## config.mk

```make
export PLATFORM = sky130hd
export DESIGN_NAME = tcvid_ctrl
export DESIGN_NICKNAME = d
export VERILOG_FILES = /design/src/rtl/tcvid_pkg.sv /design/src/rtl/tcvid_sense.sv /design/src/rtl/tcvid_ladder.sv /design/src/rtl/tcvid_poster.sv /design/src/rtl/tcvid_ctrl.sv
export SDC_FILE = /design/constraint.sdc
export NUM_CORES = 1
export LEC_CHECK = 0
export BUFFER_PORTS_ARGS = -buffer_cell sky130_fd_sc_hd__buf_2
export CORE_ASPECT_RATIO = 0.8
export CORE_UTILIZATION = 25
export CTS_CLUSTER_DIAMETER = 30
export DETAILED_ROUTE_END_ITERATION = 10
export SYNTH_ARGS = -nofsm -noshare
export SYNTH_HDL_FRONTEND = slang
export SYNTH_SLANG_ARGS = --single-unit
```

## constraint.sdc

```tcl
create_clock -name clk -period 6.39 [get_ports clk]
set_clock_uncertainty 0.2 [all_clocks]
set_input_delay 0 -clock clk [delete_from_list [all_inputs] [get_ports clk]]
set_output_delay 0 -clock clk [all_outputs]
set_load 0.01 [all_outputs]
```

## src/rtl/tcvid_pkg.sv

```systemverilog
package tcvid_pkg;

    localparam int TEMP_W   = 8;
    localparam int VID_W    = 6;
    localparam int NUM_THR  = 4;
    localparam int SETTLE_W = 8;
    localparam int ADDR_W   = 5;
    localparam int BAND_W   = $clog2(NUM_THR + 1);

    typedef logic signed [TEMP_W-1:0] temp_t;

    // Ascending band edges: reading >= edge moves one band up
    localparam temp_t THR_EDGE [NUM_THR] = '{8'sd34, 8'sd50, 8'sd58, 8'sd71};

    // Register byte offsets
    localparam logic [ADDR_W-1:0] OFS_CTRL   = 5'h00;
    localparam logic [ADDR_W-1:0] OFS_TEMPS  = 5'h04;
    localparam logic [ADDR_W-1:0] OFS_VIDST  = 5'h08;
    localparam logic [ADDR_W-1:0] OFS_POST   = 5'h0C;
    localparam logic [ADDR_W-1:0] OFS_EVT    = 5'h10;
    localparam logic [ADDR_W-1:0] OFS_EVTCLR = 5'h14;

    // Field positions
    localparam int B_MON0    = 0;
    localparam int B_MON1    = 1;
    localparam int B_COMP    = 2;
    localparam int B_SETTLE  = 8;
    localparam int B_SEL     = 19;
    localparam int B_EVT     = 17;
    localparam int B_T0      = 0;
    localparam int B_T1      = 16;
    localparam int B_VIDCAND = 24;

    typedef enum logic [2:0] {
        PS_START  = 3'd0,
        PS_INIT   = 3'd1,
        PS_READY  = 3'd2,
        PS_POST   = 3'd3,
        PS_SETTLE = 3'd4
    } post_state_e;

    typedef struct packed {
        logic [SETTLE_W-1:0] settle;
        logic                sel;
        logic                comp_en;
        logic [1:0]          mon_en;
    } ctrl_t;

    function automatic ctrl_t ctrl_unpack(input logic [31:0] w);
        ctrl_t c;
        c.mon_en  = {w[B_MON1], w[B_MON0]};
        c.comp_en = w[B_COMP];
        c.sel     = w[B_SEL];
        c.settle  = w[B_SETTLE +: SETTLE_W];
        return c;
    endfunction

    function automatic logic [31:0] ctrl_pack(input ctrl_t c);
        logic [31:0] w;
        w = '0;
        w[B_MON0] = c.mon_en[0];
        w[B_MON1] = c.mon_en[1];
        w[B_COMP] = c.comp_en;
        w[B_SEL]  = c.sel;
        w[B_SETTLE +: SETTLE_W] = c.settle;
        return w;
    endfunction

    function automatic logic evt_bit(input logic [31:0] w);
        return w[B_EVT];
    endfunction

    function automatic logic in_early_phase(input post_state_e s);
        return (s == PS_START) || (s == PS_INIT);
    endfunction

endpackage

```

## src/rtl/tcvid_sense.sv

```systemverilog
module tcvid_sense
    import tcvid_pkg::*;
(
    input  logic       clk,
    input  logic       rst,
    input  logic [1:0] mon_en,
    input  logic       sel,
    input  temp_t      raw0,
    input  temp_t      raw1,
    output temp_t      held0,
    output temp_t      held1,
    output temp_t      sel_temp,
    output logic       sel_valid
);
    temp_t raw  [2];
    temp_t held [2];
    logic  live [2];

    assign raw[0] = raw0;
    assign raw[1] = raw1;

    for (genvar ch = 0; ch < 2; ch++) begin : g_ch
        always_ff @(posedge clk) begin
            if (rst) begin
                held[ch] <= '0;
                live[ch] <= 1'b0;
            end else begin
                held[ch] <= mon_en[ch] ? raw[ch] : '0;
                live[ch] <= mon_en[ch];
            end
        end
    end

    assign held0     = held[0];
    assign held1     = held[1];
    assign sel_temp  = sel ? held[1] : held[0];
    assign sel_valid = sel ? live[1] : live[0];
endmodule

```

## src/rtl/tcvid_ladder.sv

```systemverilog
module tcvid_ladder
    import tcvid_pkg::*;
#(
    parameter int VID_BASE = 54,
    parameter int VID_STEP = 2
) (
    input  temp_t             temp,
    input  logic              valid,
    output logic [BAND_W-1:0] band,
    output logic [VID_W-1:0]  code
);
    logic [NUM_THR-1:0] above;

    for (genvar i = 0; i < NUM_THR; i++) begin : g_cmp
        assign above[i] = (temp >= THR_EDGE[i]);
    end

    always_comb begin
        band = '0;
        for (int i = 0; i < NUM_THR; i++) begin
            band = band + BAND_W'(above[i]);
        end
    end

    always_comb begin
        if (valid) begin
            code = VID_W'(VID_BASE - VID_STEP * int'(band));
        end else begin
            code = VID_W'(VID_BASE);
        end
    end
endmodule

```

## src/rtl/tcvid_poster.sv

```systemverilog
module tcvid_poster
    import tcvid_pkg::*;
#(
    parameter int START_CYC = 4
) (
    input  logic                clk,
    input  logic                rst,
    input  logic [VID_W-1:0]    target,
    input  logic [SETTLE_W-1:0] settle_cfg,
    output logic [VID_W-1:0]    vid,
    output logic                req,
    output post_state_e         state
);
    localparam int START_W = $clog2(START_CYC + 1);
    localparam int CNT_W   = (SETTLE_W > START_W) ? SETTLE_W : START_W;
    localparam logic [CNT_W-1:0] START_LAST = CNT_W'(START_CYC - 1);

    post_state_e      state_q;
    logic [CNT_W-1:0] cnt_q;
    logic [VID_W-1:0] vid_q;

    always_ff @(posedge clk) begin
        if (rst) begin
            state_q <= PS_START;
            cnt_q   <= '0;
            vid_q   <= '0;
        end else begin
            unique case (state_q)
                PS_START: begin
                    if (cnt_q == START_LAST) begin
                        state_q <= PS_INIT;
                        vid_q   <= target;
                        cnt_q   <= '0;
                    end else begin
                        cnt_q <= cnt_q + 1'b1;
                    end
                end
                PS_INIT, PS_POST: begin
                    state_q <= PS_SETTLE;
                    cnt_q   <= CNT_W'(settle_cfg);
                end
                PS_SETTLE: begin
                    if (cnt_q == '0) begin
                        state_q <= PS_READY;
                    end else begin
                        cnt_q <= cnt_q - 1'b1;
                    end
                end
                PS_READY: begin
                    if (target != vid_q) begin
                        state_q <= PS_POST;
                        vid_q   <= target;
                    end
                end
                default: begin
                    state_q <= PS_START;
                    cnt_q   <= '0;
                end
            endcase
        end
    end

    assign vid   = vid_q;
    assign req   = (state_q == PS_INIT) || (state_q == PS_POST);
    assign state = state_q;
endmodule

```

## src/rtl/tcvid_ctrl.sv

```systemverilog
module tcvid_ctrl
    import tcvid_pkg::*;
#(
    parameter int VID_BASE  = 54,
    parameter int VID_STEP  = 2,
    parameter int START_CYC = 4
) (
    input  logic        clk,
    input  logic        rst,
    input  logic        bus_we,
    input  logic [4:0]  bus_addr,
    input  logic [31:0] bus_wdata,
    output logic [31:0] bus_rdata,
    input  logic [7:0]  temp0_in,
    input  logic [7:0]  temp1_in,
    output logic [5:0]  vid_code,
    output logic        vid_req,
    output logic        thr_irq
);
    ctrl_t             ctrl_q;
    logic              flag_q;
    logic [BAND_W-1:0] band_q;

    temp_t             held0, held1, sel_temp;
    logic              sel_valid;
    logic [BAND_W-1:0] band_now;
    logic [VID_W-1:0]  cand;
    logic [VID_W-1:0]  target;
    post_state_e       post_state;
    logic              comp_en;
    logic              evt_set;
    logic              evt_clr;

    tcvid_sense u_sense (
        .clk       (clk),
        .rst       (rst),
        .mon_en    (ctrl_q.mon_en),
        .sel       (ctrl_q.sel),
        .raw0      (temp_t'(temp0_in)),
        .raw1      (temp_t'(temp1_in)),
        .held0     (held0),
        .held1     (held1),
        .sel_temp  (sel_temp),
        .sel_valid (sel_valid)
    );

    tcvid_ladder #(
        .VID_BASE (VID_BASE),
        .VID_STEP (VID_STEP)
    ) u_ladder (
        .temp  (sel_temp),
        .valid (sel_valid),
        .band  (band_now),
        .code  (cand)
    );

    assign comp_en = ctrl_q.comp_en;
    assign target  = comp_en ? cand : VID_W'(VID_BASE);

    tcvid_poster #(
        .START_CYC (START_CYC)
    ) u_poster (
        .clk        (clk),
        .rst        (rst),
        .target     (target),
        .settle_cfg (ctrl_q.settle),
        .vid        (vid_code),
        .req        (vid_req),
        .state      (post_state)
    );

    // Control register with gated compensation enable
    always_ff @(posedge clk) begin
        if (rst) begin
            ctrl_q <= '0;
        end else if (bus_we && bus_addr == OFS_CTRL) begin
            ctrl_q         <= ctrl_unpack(bus_wdata);
            ctrl_q.comp_en <= in_early_phase(post_state)
                              ? (ctrl_q.comp_en & bus_wdata[B_COMP])
                              : bus_wdata[B_COMP];
        end
    end

    // Threshold-band crossing event
    assign evt_set = sel_valid && (band_now != band_q);
    assign evt_clr = bus_we && (bus_addr == OFS_EVTCLR) && evt_bit(bus_wdata);

    always_ff @(posedge clk) begin
        if (rst) begin
            band_q <= '0;
            flag_q <= 1'b0;
        end else begin
            if (evt_set) begin
                band_q <= band_now;
            end
            if (evt_set) begin
                flag_q <= 1'b1;
            end else if (evt_clr) begin
                flag_q <= 1'b0;
            end
        end
    end

    assign thr_irq = flag_q;

    // Read mux
    always_comb begin
        bus_rdata = '0;
        unique case (bus_addr)
            OFS_CTRL:  bus_rdata = ctrl_pack(ctrl_q);
            OFS_TEMPS: begin
                bus_rdata[B_T0 +: TEMP_W] = held0;
                bus_rdata[B_T1 +: TEMP_W] = held1;
            end
            OFS_VIDST: bus_rdata[B_VIDCAND +: VID_W] = cand;
            OFS_POST:  bus_rdata[2:0] = post_state;
            OFS_EVT:   bus_rdata[B_EVT] = flag_q;
            default:   bus_rdata = '0;
        endcase
    end
endmodule

```

==> impl_metrics.xml <==
<?xml version="1.0" encoding="UTF-8"?>
<metrics>
  <group name="global_routing">
    <metric name="grt_remaining_overflow" unit="">0</metric>
    <metric name="first_global_vias" unit="">2639</metric>
    <metric name="grt_util_all_layers" unit="%">14.2</metric>
    <metric name="global_route_wire_length_before_repair" unit="um">13400</metric>
    <metric name="antenna_found_initial" unit="">0</metric>
    <metric name="grt_max_degree" unit="">37</metric>
  </group>
  <group name="sta">
    <metric name="worst_setup_margin" unit="ns">2.44</metric>
    <metric name="worst_margin_slew" unit="ns">1.20</metric>
    <metric name="max_slew_margin" unit="%">19.9</metric>
    <metric name="report.final.setup_viol" unit="">0</metric>
    <metric name="rsz0062_at_grt" unit="">false</metric>
    <metric name="hold_viol_final" unit="">0</metric>
    <metric name="finalCriticalPeriod" unit="ns">3.95</metric>
    <metric name="timing_max_transition_violations_final" unit="">0</metric>
    <metric name="post-route-period-util" unit="%">61.9</metric>
    <metric name="final.setup.tns" unit="ns">0</metric>
    <metric name="fmax" unit="MHz">253</metric>
  </group>
  <group name="routing">
    <metric name="antenna_left" unit="">0</metric>
    <metric name="via_per_inst" unit="">4.86</metric>
    <metric name="detail_route.first_pass.iterations" unit="">4</metric>
    <metric name="detailedRoute.firstIterationViolations" unit="">199</metric>
    <metric name="postRouteWirelength" unit="um">8390</metric>
    <metric name="met2RoutedLength" unit="um">3610</metric>
    <metric name="route.layer.met1.wl" unit="um">4200</metric>
    <metric name="post_drt_wl_per_cell" unit="um">13.9</metric>
    <metric name="detailroute.via_count" unit="">2925</metric>
    <metric name="detailroute.wirelength.met3" unit="um">519</metric>
    <metric name="routed.top_layer" unit="">met4</metric>
    <metric name="post-route-drc-count" unit="">0</metric>
  </group>
  <group name="floorplanning">
    <metric name="io_pins" unit="">96</metric>
    <metric name="core" unit="mm^2">0.0111</metric>
    <metric name="die_height" unit="um">98.4</metric>
    <metric name="num_rows" unit="">34</metric>
    <metric name="die-width" unit="um">122</metric>
    <metric name="total_die_area" unit="mm^2">0.0120</metric>
    <metric name="start_util" unit="%">26.1</metric>
  </group>
  <group name="critical_path">
    <metric name="end_kind" unit="">flop</metric>
    <metric name="timing.setup.critical_path_class" unit="">reg2reg</metric>
    <metric name="worst_path_largest_cell_delay" unit="ns">0.71</metric>
    <metric name="cp_cell_sequence" unit="">mux2_2, o21ai_0, nand2_1, ha_1, inv_1, fa_1, inv_1, ha_1, xnor2_1, o31ai_1, a32o_2, a21oi_1, a311oi_1</metric>
    <metric name="worstPathRequired" unit="ns">6.38</metric>
    <metric name="crit_path_max_fanout" unit="">16</metric>
    <metric name="critical-path-slowest-cell" unit="">dfxtp_1</metric>
    <metric name="cp-start-kind" unit="">flop</metric>
    <metric name="rrSetupSlack" unit="ns">2.44</metric>
    <metric name="worst_ep_arrival_time" unit="ns">3.94</metric>
  </group>
  <group name="logic_synthesis">
    <metric name="mean_post_synth_cell_area" unit="um^2">8.04</metric>
    <metric name="number_of_synthesized_register_bits" unit="">50</metric>
    <metric name="syn-instance-count" unit="">361</metric>
    <metric name="netlist_top_cells_count" unit="">dfxtp_1, and2_1, a21oi_1</metric>
    <metric name="synth-async-reset-ratio" unit="%">0</metric>
    <metric name="sequential_element_share_of_the_synthesized_area" unit="%">34.5</metric>
    <metric name="ys_top_cells_by_area" unit="">dfxtp_1, and2_1, a21oi_1</metric>
    <metric name="ys_warn_count" unit="">0</metric>
    <metric name="synthMostInstantiatedCell" unit="">dfxtp_1</metric>
    <metric name="yosysTopAreaCellShare" unit="%">34.5</metric>
    <metric name="dominantRegCellSynth" unit="">dfxtp_1</metric>
    <metric name="synth_edf_count" unit="">0</metric>
    <metric name="post_synth_instance_area" unit="mm^2">0.00290</metric>
    <metric name="post-synth-top-area-cell" unit="">dfxtp_1</metric>
    <metric name="synth_cell_types" unit="">63</metric>
  </group>
  <group name="placed_design">
    <metric name="place.detailed.hpwl" unit="um">5910</metric>
    <metric name="port_buffers" unit="">72</metric>
    <metric name="place_congestion" unit="">0.854</metric>
    <metric name="dp_slack" unit="ns">2.53</metric>
  </group>
  <group name="clock_network">
    <metric name="cts_tree" unit="">yes</metric>
    <metric name="cts_post_setup_buffers_inserted" unit="">0</metric>
    <metric name="cts.clk_slew.worst_paths" unit="ns">0.07</metric>
    <metric name="cts_num_sinks" unit="">50</metric>
    <metric name="cts_buffers" unit="">5</metric>
    <metric name="htree_num_levels" unit="">2</metric>
    <metric name="clock_insertion_delay_worst_skew" unit="ns">0.29</metric>
    <metric name="cts_root_buf" unit="">clkbuf_16</metric>
    <metric name="cts.path.max_buffers" unit="">2</metric>
  </group>
  <group name="min_path">
    <metric name="hp-class" unit="">in2reg</metric>
  </group>
  <group name="power">
    <metric name="leakagePower" unit="nW">1.58</metric>
    <metric name="pwr_density" unit="mW/mm^2">234</metric>
    <metric name="power.ir.vdd_worst" unit="uV">113</metric>
  </group>
  <group name="job">
    <metric name="cap_violations" unit="">0</metric>
  </group>
  <group name="run_status">
    <metric name="run_status" unit="">completed</metric>
  </group>
  <group name="cells_and_area">
    <metric name="n_antenna_cell" unit="">0</metric>
    <metric name="sequential_cell_area" unit="mm^2">0.00100</metric>
    <metric name="share_of_cells_above_drive_strength_1" unit="%">20.7</metric>
    <metric name="multi_input_combinational_cell_area" unit="mm^2">0.00172</metric>
    <metric name="finished_core_util" unit="%">34.9</metric>
    <metric name="final_net_count" unit="">519</metric>
    <metric name="area_delta_synth_final" unit="%">33.4</metric>
    <metric name="fillers" unit="">1123</metric>
  </group>
</metrics>
==> layout by cell type, fill, tap and decap left out, types with 2 or more instances in the layout <==
cell,instances
dlygate4sd3_1,42
a32o_1,2
clkbuf_16,5
a22o_1,2
inv_1,12
nand2b_1,4
buf_2,72
or2_2,3
nand3b_1,2
and3_1,3
o21a_1,2
nor4_1,3
nand4_1,4
o32ai_1,2
o21ai_0,15
nor2b_1,9
xnor2_1,5
nor2_1,26
a32oi_1,3
conb_1,4
a311oi_1,3
mux2_2,2
a31oi_1,4
o31ai_1,4
nor3_1,5
a211oi_1,5
xor2_1,4
a22oi_1,6
dfxtp_1,50
and2_1,36
a221o_1,2
ha_1,5
nand2_1,30
nand3_1,18
a21oi_1,35
==> cell type report <==
cell class / instances / share of cell area, %
clock buffer: 6 / 3.33
clock inverter: 2 / 0.355
inverter: 12 / 1.16
multi-input combinational: 274 / 44.5
sequential: 50 / 25.8
tap: 144 / 4.65
timing repair buffer: 114 / 20.2
==> per-stage QoR <==
step           total power, mW  hold WS [ns]  std cells  cell area [um^2]
6_report                 0.906        0.0394        602              3870
5_1_grt                  0.968        0.0590        602              3870
4_1_cts                  0.906        0.0302        602              3870
3_5_place_dp             0.626       0.00395        552              3310
3_3_place_gp             0.623      0.000487        552              3310
2_1_floorplan            0.563       -0.0783        364              2910
==> state kept, by name, summed over array words and instances (netlist names) <==
signal	flops
u_poster.vid	5
u_poster.state	3
u_poster.cnt_q	8
thr_irq	1
comp_en	1
u_sense.live	2
u_sense.held	16
ctrl_q	11
band_q	3
==> per-layer routing <==
| metal | global-route usage (%) | vias to the layer above |
|---|---|---|
| met5 | 0 | - |
| met4 | 3.28 | 0 |
| met3 | 3.21 | 5 |
| met2 | 20.9 | 85 |
| met1 | 20.9 | 1366 |
| li1 | - | 1469 |
==> report_power, final <==
part	switching, mW	internal [mW]
Clock	0.120	0.146
Combinational	0.144	0.119
Sequential	0.0441	0.333
Total	0.308	0.598
==> what timing repair did <==
action                                  4_1_cts  5_1_grt
endpoints found under the setup margin        0        0
hold buffers                                 42        0
gates resized for setup                       0        0
endpoints found under the hold margin        29        0
==> worst paths after layout <==
path | from | endpoint | cells after the start
max | ctrl_q[3] | u_poster.vid[1] | 13
min | rst | u_poster.state[0] | 2
max reg2reg | ctrl_q[3] | u_poster.vid[1] | 13
min reg2reg | band_q[1] | band_q[1] | 2
==> cells by family after synthesis <==
logic type                 Yosys count  share of synthesized area (%)
other                                1                          0.129
and+or+nand+nor                    155                           29.5
DFF                                 50                           34.5
AOI/OAI and AO/OA                   96                           22.2
adders and majority gates            6                           2.84
buffers and inverters               40                           6.55
xor gates and xnor gates             9                           2.72
muxes                                4                           1.64
==> critical path, delay by kind of cell (launching register included) <==
kind,cells,cell delay [ns]
AO/OA/AOI/OAI,5,1.18
adder cells (fa/ha/maj),3,0.98
flip-flops,1,0.71
multiplexers,1,0.41
XOR/XNOR,1,0.17
buffers and inverters,2,0.12
AND/OR/NAND/NOR,1,0.08
Power figures use the tool's default switching activity.
